===== src/rtl/napot_pkg.sv =====
package napot_pkg;

  // Default geometry of a three-level 64-bit entry format.
  localparam int PTE_W     = 64;
  localparam int VPN_W     = 9;
  localparam int LEVELS    = 3;
  localparam int LVL_W     = 2;
  localparam int PPN0_LSB  = 10;
  localparam int FLAG_BIT  = 63;
  localparam int PAGE_SHIFT = 12;
  localparam int SIZE_W    = 6;

  // Bit positions of the read and execute permissions; either marks a leaf.
  localparam int READ_BIT  = 1;
  localparam int EXEC_BIT  = 3;

  typedef enum logic [1:0] {
    VERDICT_PASS   = 2'd0,
    VERDICT_SPLICE = 2'd1,
    VERDICT_FAULT  = 2'd2
  } verdict_e;

endpackage


===== src/rtl/napot_decode.sv =====
module napot_decode
  import napot_pkg::*;
#(
  parameter int PTE_W_P    = PTE_W,
  parameter int FIELD_W    = VPN_W,
  parameter int FIELD_LSB  = PPN0_LSB,
  parameter int LVL_W_P    = LVL_W,
  parameter int FLAG_POS   = FLAG_BIT,
  parameter int unsigned SUPPORTED = 32'h0000_0010,
  localparam int ORD_W     = $clog2(FIELD_W + 1)
) (
  input  logic [PTE_W_P-1:0] pte,
  input  logic [LVL_W_P-1:0] level,
  output logic               is_leaf,
  output logic               flagged,
  output logic [ORD_W-1:0]   order,
  output verdict_e           verdict
);

  localparam int SUP_N = 1 << ORD_W;
  localparam logic [SUP_N-1:0] SUP_VEC = SUP_N'(SUPPORTED);

  // Order is one more than the index of the lowest set bit; 0 when none.
  function automatic logic [ORD_W-1:0] lowest_order(input logic [FIELD_W-1:0] f);
    logic [ORD_W-1:0] r;
    r = '0;
    for (int k = FIELD_W - 1; k >= 0; k--) begin
      if (f[k]) r = ORD_W'(k + 1);
    end
    return r;
  endfunction

  logic [FIELD_W-1:0] field;
  logic               order_ok;
  logic               level_zero;

  assign field      = pte[FIELD_LSB +: FIELD_W];
  assign is_leaf    = pte[READ_BIT] | pte[EXEC_BIT];
  assign flagged    = pte[FLAG_POS];
  assign order      = lowest_order(field);
  assign order_ok   = (order != '0) && SUP_VEC[order];
  assign level_zero = (level == '0);

  always_comb begin
    if (!(flagged && is_leaf))          verdict = VERDICT_PASS;
    else if (level_zero && order_ok)    verdict = VERDICT_SPLICE;
    else                                verdict = VERDICT_FAULT;
  end

endmodule


===== src/rtl/napot_splice.sv =====
module napot_splice
  import napot_pkg::*;
#(
  parameter int PTE_W_P   = PTE_W,
  parameter int FIELD_W   = VPN_W,
  parameter int FIELD_LSB = PPN0_LSB,
  localparam int ORD_W    = $clog2(FIELD_W + 1)
) (
  input  logic [PTE_W_P-1:0] pte,
  input  logic [FIELD_W-1:0] vpn0,
  input  logic [ORD_W-1:0]   order,
  input  logic               enable,
  output logic [PTE_W_P-1:0] pte_out
);

  localparam int HI_LSB = FIELD_LSB + FIELD_W;

  logic [FIELD_W-1:0] field_new;

  // Each page-number bit below the order comes from the virtual page number.
  for (genvar b = 0; b < FIELD_W; b++) begin : g_bit
    logic take_va;
    assign take_va      = enable && (int'(order) > b);
    assign field_new[b] = take_va ? vpn0[b] : pte[FIELD_LSB + b];
  end

  assign pte_out = {pte[PTE_W_P-1:HI_LSB], field_new, pte[FIELD_LSB-1:0]};

endmodule


===== src/rtl/napot_pte_fixer.sv =====
module napot_pte_fixer
  import napot_pkg::*;
#(
  parameter int PTE_W_P   = PTE_W,
  parameter int FIELD_W   = VPN_W,
  parameter int NUM_LVL   = LEVELS,
  parameter int LVL_W_P   = LVL_W,
  parameter int FIELD_LSB = PPN0_LSB,
  parameter int FLAG_POS  = FLAG_BIT,
  parameter int SIZE_W_P  = SIZE_W,
  parameter int unsigned SUPPORTED = 32'h0000_0010,
  localparam int VA_W     = NUM_LVL * FIELD_W,
  localparam int ORD_W    = $clog2(FIELD_W + 1)
) (
  input  logic                clk,
  input  logic                rst_n,
  input  logic                in_valid,
  input  logic [PTE_W_P-1:0]  in_pte,
  input  logic [LVL_W_P-1:0]  in_level,
  input  logic [VA_W-1:0]     in_vpn,
  output logic                out_valid,
  output logic [PTE_W_P-1:0]  out_pte,
  output logic                out_fault,
  output logic                out_napot,
  output logic [SIZE_W_P-1:0] out_size_log2
);

  // Mapped size: base page grows by one field per level; a run adds its order.
  function automatic logic [SIZE_W_P-1:0] region_log2(
    input verdict_e           v,
    input logic [LVL_W_P-1:0] lvl,
    input logic [ORD_W-1:0]   ord
  );
    case (v)
      VERDICT_SPLICE: return SIZE_W_P'(PAGE_SHIFT) + SIZE_W_P'(ord);
      VERDICT_FAULT:  return '0;
      default:        return SIZE_W_P'(PAGE_SHIFT + FIELD_W * int'(lvl));
    endcase
  endfunction

  logic                dec_leaf;
  logic                dec_flag;
  logic [ORD_W-1:0]    dec_order;
  verdict_e            dec_verdict;
  logic                dec_ok;
  logic                dec_bad;
  logic [PTE_W_P-1:0]  spliced_pte;
  logic [SIZE_W_P-1:0] next_size;

  napot_decode #(
    .PTE_W_P   (PTE_W_P),
    .FIELD_W   (FIELD_W),
    .FIELD_LSB (FIELD_LSB),
    .LVL_W_P   (LVL_W_P),
    .FLAG_POS  (FLAG_POS),
    .SUPPORTED (SUPPORTED)
  ) u_decode (
    .pte     (in_pte),
    .level   (in_level),
    .is_leaf (dec_leaf),
    .flagged (dec_flag),
    .order   (dec_order),
    .verdict (dec_verdict)
  );

  assign dec_ok  = (dec_verdict == VERDICT_SPLICE);
  assign dec_bad = (dec_verdict == VERDICT_FAULT);

  napot_splice #(
    .PTE_W_P   (PTE_W_P),
    .FIELD_W   (FIELD_W),
    .FIELD_LSB (FIELD_LSB)
  ) u_splice (
    .pte     (in_pte),
    .vpn0    (in_vpn[FIELD_W-1:0]),
    .order   (dec_order),
    .enable  (dec_ok),
    .pte_out (spliced_pte)
  );

  assign next_size = region_log2(dec_verdict, in_level, dec_order);

  always_ff @(posedge clk or negedge rst_n) begin
    if (!rst_n) begin
      out_valid     <= 1'b0;
      out_pte       <= '0;
      out_fault     <= 1'b0;
      out_napot     <= 1'b0;
      out_size_log2 <= '0;
    end else begin
      out_valid <= in_valid;
      if (in_valid) begin
        out_pte       <= spliced_pte;
        out_fault     <= dec_bad;
        out_napot     <= dec_ok;
        out_size_log2 <= next_size;
      end
    end
  end

  // strobe follows the input strobe by one clock
  assert_strobe_R1: assert property (@(posedge clk) disable iff (!rst_n)
    in_valid |=> out_valid);
  assert_idle_R1: assert property (@(posedge clk) disable iff (!rst_n)
    !in_valid |=> !out_valid);

  // unflagged entries come out as they went in
  assert_passthru_R2: assert property (@(posedge clk) disable iff (!rst_n)
    (in_valid && !in_pte[FLAG_POS]) |=>
      (out_pte == $past(in_pte)) && !out_fault && !out_napot);

  // accepted runs report their size and no fault
  assert_splice_R3: assert property (@(posedge clk) disable iff (!rst_n)
    (in_valid && dec_ok) |=>
      out_napot && !out_fault &&
      (out_size_log2 == SIZE_W_P'(PAGE_SHIFT) + SIZE_W_P'($past(dec_order))));

  // flagged leaves above level 0 always fault
  assert_upper_level_R5: assert property (@(posedge clk) disable iff (!rst_n)
    (in_valid && in_pte[FLAG_POS] && dec_leaf && (in_level != '0)) |=> out_fault);

  // a fault carries no run and no size
  assert_fault_clean_R6: assert property (@(posedge clk) disable iff (!rst_n)
    (out_valid && out_fault) |-> (!out_napot && (out_size_log2 == '0)));

  // results hold while no entry is presented
  assert_hold_R8: assert property (@(posedge clk) disable iff (!rst_n)
    !in_valid |=> ($stable(out_pte) && $stable(out_fault) &&
                   $stable(out_napot) && $stable(out_size_log2)));

endmodule


===== config.mk =====
export PLATFORM = sky130hd
export DESIGN_NAME = napot_pte_fixer
export DESIGN_NICKNAME = d
export VERILOG_FILES = /design/src/rtl/napot_pkg.sv /design/src/rtl/napot_decode.sv /design/src/rtl/napot_splice.sv /design/src/rtl/napot_pte_fixer.sv
export SDC_FILE = /design/constraint.sdc
export NUM_CORES = 1
export LEC_CHECK = 0
export BUFFER_PORTS_ARGS = -buffer_cell sky130_fd_sc_hd__clkbuf_2
export CORE_UTILIZATION = 30
export DETAILED_ROUTE_END_ITERATION = 6
export PLACE_DENSITY = 0.68
export SLEW_MARGIN = 20
export SYNTH_ARGS = -nofsm -noshare
export SYNTH_HDL_FRONTEND = slang
export SYNTH_SLANG_ARGS = --single-unit

===== constraint.sdc =====
create_clock -name clk -period 1.35 [get_ports clk]
set_input_delay 0.135 -clock clk [delete_from_list [all_inputs] [get_ports clk]]
set_output_delay 0.135 -clock clk [all_outputs]
set_load 0.01 [all_outputs]

==> impl_metrics.toml <==
[clocking]
cts_buffers = 9
cts-root-buf = "clkbuf_8"
cts_buffer_depth = 2
cts_tree = "done"
cts-htree-levels = 3
cts.sinks = 73
postCtsSetupBuffers = 0
clock_latency_ns = 0.33
clk_pin_slew_worst_paths_ns = 0.08

[final_layout]
final_cells = 487
areaGrowthSynthToFinish_pct = 40.3
final.fill_count = 900
final_area_sq_mm = 0.00411
nNetsFinal = 453
diodes = 0
drive_above_1_share = 0.640

[synthesis]
ys_seq_area_frac = 0.623
avgSynthCellArea_sq_um = 15.3
synthSimpleGateAreaFrac = 0.0414
synth_mux_area_frac = 0.244
synthCells = 191
yosys.area_share.adder = 0.0171
ys_ff_latch = 73
yosysWarnings = 0
syn_area_sq_mm = 0.00293
synth_nets = 291
synth_cell_types = 22
synth_xor_area_frac = 0
synth_top_family_by_area = "multiplexers"
synth_compound_gate_area_share = 0.0333

[global_route]
antenna_found_initial = 0
grt_pass1_wl_um = 9800
grt_pass1_vias = 1996
grt_max_degree = 74
track_usage = 0.129
grt_remaining_overflow = 0

[min_path]
min_path_cells = 2
hp-class = "in -> reg"
hold_path_startpoint = "in_pte[21]"

[worst_setup_path]
slowest_delay_ns = 0.28
crit_arrival_ns = 1.41
crit_type = "in -> reg"
cp.required_ns = 1.60
r2r-start = "out_size_log2[3]$_DFFE_PN0P_"
crit_path_start_kind = "input pin"
cpMaxStageDelayCell = "nor4_1"
path_cells = "clkbuf_2 -> nor4_1 -> buf_4 -> o211ai_1 -> ha_1 -> nand4b_4 -> o21ai_0"
crit_family = "simple AND/OR/NAND/NOR gates"
crit_start = "in_pte[13]"
path_max_fanout = 6
cp.depth = 7
crit_buf_inv = 2
reg2regPathDepth = 3
endpoint_kind = "flip-flop"

[sta]
setup_violations = 0
fin_crit_ns = 1.16
max_freq_mhz = 861
final-hold-violation-count = 0
maxSlewHeadroom = 0.685
timing.final.max_slew_violations = 0
tightest_slew_ns = 0.470
whs_ns = 0.0211
fin_crit_sh = 0.861
rsz0062_at_grt = "no"
fin_skew_ns = 0

[place]
place_congestion = 0.700
place_inst = 463
placed_cell_area_sq_mm = 0.00384
port_buffers = 145
dp_hpwl_um = 4540

[job]
max_cap_violations = 0

[floorplanning]
die_w_um = 101
start_util = 0.313
io-pin-count = 169
die_h_um = 101
core.rowCount = 35
core_sq_mm = 0.00937
dieArea_sq_mm = 0.0102

[routing]
firstDrtPassIters = 3
via_count = 2111
viasPerCell = 4.33
drtIter0Drc = 35
ant_nets = 0
routed_wl_um = 6380
wl_per_cell_um = 13.1
drc = 0

[power_and_ir_drop]
vdd_drop_max_mv = 0.503
p_leak_nw = 2.03
powerDensity_mw_per_mm2 = 1230
finalPower_mw = 5.06

[status]
status = "complete, no violations"
-- flip-flops by register name (all words and copies together), names as in the netlist --
| name | flops |
|---|---|
| out_napot | 1 |
| out_pte | 64 |
| out_size_log2 | 6 |
| out_valid | 1 |
| out_fault | 1 |
-- layer usage --
metal / up-vias / part of all wire / wire length, um / global-route usage
met1: 1022 / 0.42 / 2670 / 0.162
li1: 996 / - / - / -
met5: - / 0 / 0 / 0
met2: 84 / 0.50 / 3190 / 0.203
met3: 9 / 0.067 / 426 / 0.0388
met4: 0 / 0.015 / 93 / 0.0602
-- worst register-to-register path: cells and delay by family (launching register included) --
kind | cells | cell delay (ns)
AO/OA/AOI/OAI | 2 | 0.24
flip-flops | 1 | 0.38
AND/OR/NAND/NOR | 1 | 0.13
-- cell usage in the layout, fill, tap and decap left out, types with 3 or more instances in the layout --
cell             n
ha_1             4
mux2i_1          4
nand3_1          7
dlygate4sd3_1    8
clkbuf_8        10
clkbuf_2       143
buf_4            5
nor2b_1          3
mux2_2          60
o21ai_0          7
inv_1            8
dfrtp_1         73
buf_12           4
-- metrics by stage --
stage / util / TNS, ns / setup WS (ns)
CTS: 0.435 / 0 / 0.156
global placement: 0.409 / -1.46 / -0.193
detailed placement: 0.409 / -1.34 / -0.196
finish: 0.439 / 0 / 0.188
floorplan: - / 0 / 0.0822
global route: 0.439 / 0 / 0.101
-- where the power goes --
| part | switching (mW) | leakage [nW] | internal [mW] |
|---|---|---|---|
| combinational | 0.400 | 1.07 | 0.446 |
| clock | 0.811 | 0.0953 | 0.899 |
| sequential | 0.103 | 0.862 | 2.40 |
| total | 1.31 | 2.03 | 3.74 |
-- path summary, 6_finish.rpt --
kind / slack (ns) / end
max: 0.19 / out_size_log2[3]$_DFFE_PN0P_
min: 0.02 / out_pte[21]$_DFFE_PN0P_
max reg2reg: 0.48 / out_size_log2[3]$_DFFE_PN0P_
min reg2reg: 0.48 / out_size_log2[2]$_DFFE_PN0P_
max in group asynchronous: 0.68 / out_size_log2[1]$_DFFE_PN0P_
min in group asynchronous: 0.35 / out_pte[58]$_DFFE_PN0P_
-- Yosys cell counts --
library cell | count | area share
a21oi_1 | 1 | 0.0017
a31oi_1 | 2 | 0.0043
and4b_1 | 1 | 0.0034
buf_2 | 2 | 0.0034
buf_6 | 7 | 0.027
dfrtp_1 | 73 | 0.62
ha_1 | 4 | 0.017
inv_1 | 8 | 0.010
mux2_2 | 60 | 0.23
mux2i_1 | 4 | 0.014
nand2_1 | 1 | 0.0013
nand3_1 | 7 | 0.012
nand4b_4 | 1 | 0.0081
nor2b_1 | 3 | 0.0064
nor3_4 | 1 | 0.0056
nor3b_1 | 1 | 0.0026
nor4_1 | 1 | 0.0021
o211ai_1 | 1 | 0.0026
o21a_1 | 2 | 0.0051
o21ai_0 | 7 | 0.012
o21ai_1 | 2 | 0.0034
o22ai_1 | 2 | 0.0043
-- cells by family (layout without fill, tap and decap cells) --
| family | count (synthesis) | after routing |
|---|---|---|
| AO/OA/AOI/OAI | 17 | 17 |
| adder cells (fa/ha/maj) | 4 | 4 |
| buffers and inverters | 17 | 184 |
| flip-flops | 73 | 73 |
| multiplexers | 64 | 64 |
| AND/OR/NAND/NOR | 16 | 16 |
-- cell type report --
cell class,instances,area (sq um),share of cell area
clock buffer,11,141,0.0344
clock inverter,5,55.1,0.0134
inverter,8,30.0,0.00730
multi-input combinational,101,985,0.239
sequential,73,1830,0.444
tap,129,161,0.0392
timing repair buffer,160,913,0.222
-- what timing repair did --
action	CTS	global route
gates resized for setup	0	0
endpoints found under the hold margin	76	4
hold buffers	4	4
setup endpoints to repair	0	0
Note: power is estimated with default switching activity, not from simulation.
